File: src/rtl/bpctl_reg.sv
module bpctl_reg #(
  parameter int CLK_HZ   = 125_000_000,
  parameter int PULSE_MS = 200
) (
  input  logic        clk,
  input  logic        hard_rst_n,
  input  logic        soft_rst,
  input  logic        wr_en,
  input  logic [15:0] wdata,
  output logic [15:0] rdata,
  output logic        trig_out_en,
  output logic        trig_in_en,
  output logic        fail_pull,
  output logic        rst_pull,
  output logic        interlock_en
);
  localparam int PULSE_CYC = CLK_HZ / 1000 * PULSE_MS;
  localparam int CW        = (PULSE_CYC > 2) ? $clog2(PULSE_CYC) : 1;
  localparam logic [CW-1:0] CNT_LOAD = CW'(PULSE_CYC - 1);

  logic          route_en, route_dir, fail_q, pulse_q, ilk_q;
  logic [CW-1:0] cnt;

  wire start = wr_en && wdata[8] && !pulse_q;

  always_ff @(posedge clk or negedge hard_rst_n) begin
    if (!hard_rst_n) begin
      route_en  <= 1'b0;
      route_dir <= 1'b0;
      ilk_q     <= 1'b0;
    end else if (wr_en) begin
      route_en  <= wdata[11];
      route_dir <= wdata[10];
      ilk_q     <= wdata[0];
    end
  end

  always_ff @(posedge clk or negedge hard_rst_n) begin
    if (!hard_rst_n)   fail_q <= 1'b0;
    else if (soft_rst) fail_q <= 1'b0;
    else if (wr_en)    fail_q <= wdata[9];
  end

  always_ff @(posedge clk or negedge hard_rst_n) begin
    if (!hard_rst_n) begin
      pulse_q <= 1'b0;
      cnt     <= '0;
    end else if (soft_rst) begin
      pulse_q <= 1'b0;
      cnt     <= '0;
    end else if (start) begin
      pulse_q <= 1'b1;
      cnt     <= CNT_LOAD;
    end else if (pulse_q) begin
      if (cnt == '0) pulse_q <= 1'b0;
      else           cnt     <= cnt - 1'b1;
    end
  end

  assign rdata        = {4'b0, route_en, route_dir, fail_q, pulse_q, 7'b0, ilk_q};
  assign trig_out_en  = route_en && !route_dir;
  assign trig_in_en   = route_en && route_dir;
  assign fail_pull    = fail_q;
  assign rst_pull     = pulse_q;
  assign interlock_en = ilk_q;

  a_r4_pulse_load: assert property (@(posedge clk) disable iff (!hard_rst_n)
    $rose(rst_pull) |-> cnt == CNT_LOAD);

  a_r4_pulse_full: assert property (@(posedge clk) disable iff (!hard_rst_n)
    ($fell(rst_pull) && !$past(soft_rst)) |-> $past(cnt) == '0);

  a_r6_no_restart: assert property (@(posedge clk) disable iff (!hard_rst_n)
    (rst_pull && cnt != '0 && !soft_rst) |=> (rst_pull && cnt == $past(cnt) - 1'b1));

  a_r3_fail_follows: assert property (@(posedge clk) disable iff (!hard_rst_n)
    (wr_en && !soft_rst) |=> fail_pull == $past(wdata[9]));

  a_r9_soft_keeps: assert property (@(posedge clk) disable iff (!hard_rst_n)
    (soft_rst && !wr_en) |=> (!fail_pull && !rst_pull &&
      interlock_en == $past(interlock_en) && trig_in_en == $past(trig_in_en) &&
      trig_out_en == $past(trig_out_en)));

  a_r2_one_path: assert property (@(posedge clk) disable iff (!hard_rst_n)
    !(trig_out_en && trig_in_en));
endmodule

File: config.mk
export PLATFORM = sky130hd
export DESIGN_NAME = bpctl_reg
export DESIGN_NICKNAME = d
export VERILOG_FILES = /design/src/rtl/bpctl_reg.sv
export SDC_FILE = /design/constraint.sdc
export NUM_CORES = 1
export LEC_CHECK = 0
export ABC_AREA = 1
export CAP_MARGIN = 20
export CORE_ASPECT_RATIO = 0.8
export CORE_MARGIN = 1
export CORE_UTILIZATION = 45
export DETAILED_ROUTE_END_ITERATION = 10
export PLACE_DENSITY = 0.71
export REMOVE_ABC_BUFFERS = 1
export SYNTH_ARGS = -nofsm -noshare
export SYNTH_HDL_FRONTEND = slang
export SYNTH_SLANG_ARGS = --single-unit
File: constraint.sdc
create_clock -name clk -period 1.8 [get_ports clk]
set_input_delay 0.36 -clock clk [delete_from_list [all_inputs] [get_ports clk]]
set_output_delay 0.36 -clock clk [all_outputs]
set_load 0.005 [all_outputs]
# Yosys cells after proc, flatten, opt, wreduce, memory -nomap -nowiden
# Cells that the tools add are included.
dict set report totals {
  reg_bits 30
  input_bits 20
  output_inout_bits 21
  wordCells 28
}
dict set report op_classes {
  n_addsub 1
  eq_ne 1
  n_mux 10
  reduce_logical 10
}
# operator n
set op_table {}
lappend op_table {{2-to-1 mux 25 bit} 4}
lappend op_table {{zero test 25 bit} 1}
lappend op_table {{subtractor 25 x 1 -> 25 bit (second input constant)} 1}
lappend op_table {{2-to-1 mux 1 bit} 6}
lappend op_table {{logical AND 1 bit} 4}
lappend op_table {{inequality test 3 bit (second input constant)} 1}
lappend op_table {{nonzero test 3 bit} 1}
lappend op_table {{zero test 1 bit} 2}
lappend op_table {{AND reduction 2 bit} 1}
lappend op_table {{nonzero test 2 bit} 1}

# Logic depth before layout (Yosys ltp)
dict set report depth {
  word_depth 5
  ltp_mapped 10
  ltp_nobuf 9
}

# Worst setup path before layout
# No wires, ideal clock.
dict set report synth_path {
  path_type {register to register}
  startpoint {register cnt[9]}
  endpoint {register cnt[11]}
  setup_ns 0.117
  arrival_ns 1.339
  required_time_ns 1.683
  setup_slack_ns 0.344
  stages_incl_launch_ff 10
  path_buffers 1
  period_less_slack_ns 1.456
  cell_sequence {dfrtp_1 nor2_4 nand2_4 nor2_8 nand2_1 o21ai_2 nand2_2 buf_6 nand3_2 nand2_1}
}
dict set report synth_via {
  elab_chain_cells 5
  elab_cells_between_ends 8
  cone_classes {add/sub (1); eq/ne (1); mux (4); reduce/logical (2)}
}
# item line_no
set synth_lines {}
lappend synth_lines {{start, declared} 22} ;# logic [CW-1:0] cnt;
lappend synth_lines {{start signal, assigned} 56} ;# else cnt <= cnt - 1'b1;
lappend synth_lines {{subtractor 25 x 1 -> 25 bit} 56}
lappend synth_lines {{2-to-1 mux 25 bit} 55} ;# if (cnt == '0) pulse_q <= 1'b0;
lappend synth_lines {{2-to-1 mux 25 bit} 54} ;# end else if (pulse_q) begin
lappend synth_lines {{2-to-1 mux 25 bit} 51} ;# end else if (start) begin
lappend synth_lines {{2-to-1 mux 25 bit} 48} ;# end else if (soft_rst) begin
# Several ways; a longest one is shown, not always the timed one. The select of a mux whose other input is x is not followed.
# A chain may end at the register's enable or synchronous reset.

# Worst setup path in the final report
dict set report layout_path {
  startpoint {register cnt[23]}
  endpoint {register cnt[19]}
}
dict set report layout_via {
  elab_chain_cells 3
}
# item line_no
set layout_lines {}
lappend layout_lines {{zero test 25 bit} 55}
lappend layout_lines {{inequality test 3 bit (no line)} -}
lappend layout_lines {{AND reduction 2 bit (no line)} -}
# No other way between the ends.

==> results.toml <==
[detailed_routing]
routed_wl_mm = 4.94
highest_layer = "met4"
wl_per_cell_um = 12.2
detail-route-antenna-nets = 0
via_per_inst = 5.00
drt_iter0_drc = 119
wl_met3_um = 348
wl_met2_mm = 2.15
vias = 2023
drt-pass1-iter-count = 4
drc_errors = 0
met1_length_mm = 2.38

[floorplan]
start_util_pct = 47.2
dieArea_um2 = 5100
io_pins = 41
fp.dieH_um = 64.1
die_width_um = 79.6
fp.coreArea_um2 = 4600
core.rowCount = 22

[timing]
tns_ns = 0
final.min_clock_period_ns = 1.70
timing.fmax_mhz = 589
post-route-period-util_pct = 94.4
setup_violations = 0
finalHoldViolCount = 0
fin_skew_ns = 0.00891
grt_setup_unrepaired = "yes"
slew_violations = 0

[synthesis]
synth_area_leaders = "dfrtp_1 35%, nand2_1 17%, nor2_1 7.6%"
synth-seq-cells = 30
synth_warnings = 0
async_flop_share_pct = 100
yosysMostFrequentCell = "nand2_1"
yosys.area.top_type_share_pct = 34.6
seq_area_frac_synth_pct = 34.6
netlist_instances = 314
syn_area_um2 = 2170
ys.flop_type = "dfrtp_1"
synth_area_per_cell_um2 = 6.91
synth_edf_count = 0
yosysUniqueCellTypes = 30
synth_area_leader_cell = "dfrtp_1"
netlist_top_cells_count = "101 x nand2_1, 44 x nor2_1, 30 x dfrtp_1"

[global_route]
track_usage_pct = 22.2
first_global_vias = 1880
overflow = 0
grt_start_max_net_pins = 31
antenna_found_initial = 0
grt_pass1_wl_mm = 8.67

[clock_network]
clockBufferDepth = 2
cts_tree = "done"
numCtsBuffers = 5
clock_latency_ns = 0.29
cts_root_buf = "clkbuf_8"
cts.sinks = 30
clkTransAtPathRegs_ns = 0.07
htree_num_levels = 2
cts_setup_buffers = 0

[status]
status = "complete, no violations"

[setup_path]
critical_path_arrival_ns = 1.87
startpoint = "cnt[23]$_DFFE_PN0P_"
criticalPathCategory = "reg -> reg"
required_ns = 1.97
critPathLaunchType = "register"
worst_setup_path_end_kind = "register"
crit_fanout = 12
reg2reg_from = "cnt[23]$_DFFE_PN0P_"

[cells_and_area]
final_layout_size_suffix_gt1_share_pct = 15.1
fin_util_pct = 56.1
final_area_um2 = 2580
area_growth_pct = 18.9
fin_nets = 366
fillCellCount = 453
layout.cells.non_filler = 405
diodes = 0

[job]
cap_violations = 0

[placed_design]
gp_congestion = 0.900
placed_cells = 397
portBuffers = 18
dpl_cell_area_um2 = 2450
hpwl_mm = 3.71

[hold_path]
hold_class = "in -> async"

[pwr]
power_density_nw_per_um2 = 1400
p_leak_nw = 1.36
irDropWorstVdd_mv = 0.727
per-stage QoR:
stage               worst slack [ns]  total power, mW  hold WS (ns)
global route                 -0.0141             3.95         0.495
detailed placement           -0.0364             2.88         0.494
CTS                           0.0886             3.57         0.466
floorplan                      0.281             2.33        0.0644
global placement            -0.00245             2.83         0.489
finish                         0.101             3.60         0.454
state kept, by name, summed over array words and instances (netlist names):
| register | count |
|---|---|
| interlock_en | 1 |
| route_dir | 1 |
| route_en | 1 |
| cnt | 25 |
| fail_pull | 1 |
| rst_pull | 1 |
final cells by class:
type                    instances  area, um2  area share (%)
multi-input cells             245       1200            46.6
repair buffers                 35        345            13.4
well taps                      60       75.1            2.91
inverters                      27        101            3.93
flip-flops and latches         30        751            29.1
clock inverters                 1       30.0            1.16
clock buffers                   7       76.3            2.96
worst max-delay path: stages, from the launching register on:
cell     delay, ns
dfrtp_1       0.41
nor2_1        0.17
nand2_1       0.12
nor2_1        0.19
nand2_1       0.09
o21ai_2       0.22
nand2_2       0.09
buf_12        0.16
nand3_1       0.08
nand2_1       0.06
what timing repair did:
item,4_1_cts,5_1_grt
endpoints found under the setup margin,0,11
resized for setup,0,7
hold buffers,0,0
layer usage:
layer / up-vias / track usage (%)
met3: 7 / 4.43
met2: 77 / 33.5
met4: 0 / 7.27
met1: 913 / 31.4
met5: - / 0
li1: 1026 / -
cell usage in the layout (no fill, tap or decap):
master and n:
inv_1 24, nand3b_1 5, o21ai_0 13, nor3_1 2, nor2_4 2, nor2_2 8
buf_4 14, nor2_8 1, nor2_1 38, nand4_1 6, clkinv_1 1, a21oi_1 1
nand3_1 29, ha_1 2, nand2_2 3, clkdlybuf4s50_1 18, clkbuf_1 2, o21ai_1 3
conb_1 11, nand3_2 10, o21ai_2 1, nand2_1 101, a21o_1 1, buf_12 3
or2_2 1, nand2_4 1, xor2_1 3, bufinv_16 1, xnor2_1 3, inv_2 2
dfrtp_1 30, clkbuf_8 5
power breakdown:
part	internal [mW]	switching, mW	total, mW
logic	0.741	1.23	1.97
registers	0.805	0.153	0.958
clock network	0.414	0.258	0.672
kinds of logic (layout without fill, tap and decap cells):
logic type / Yosys count / count (layout) / synth area share (%)
AND/OR/NAND/NOR: 207 / 207 / 44.3
adder cells (fa/ha/maj): 2 / 2 / 1.15
other: 1 / 11 / 0.173
flip-flops: 30 / 30 / 34.6
XOR/XNOR: 6 / 6 / 2.42
AO/OA/AOI/OAI: 19 / 19 / 4.67
buffers and inverters: 49 / 70 / 12.7
final timing paths:
path                                             to  slack [ns]  cells after the start
setup / recovery                cnt[19]$_DFFE_PN0P_        0.10                      9
hold / removal                   cnt[2]$_DFFE_PN0P_        0.45                      2
setup reg to reg                cnt[19]$_DFFE_PN0P_        0.10                      9
hold reg to reg            interlock_en$_DFFE_PN0P_        0.50                      2
max in group asynchronous     route_dir$_DFFE_PN0P_        1.05                      2
min in group clk           interlock_en$_DFFE_PN0P_        0.50                      2
Note: power is estimated with default switching activity, not from simulation.
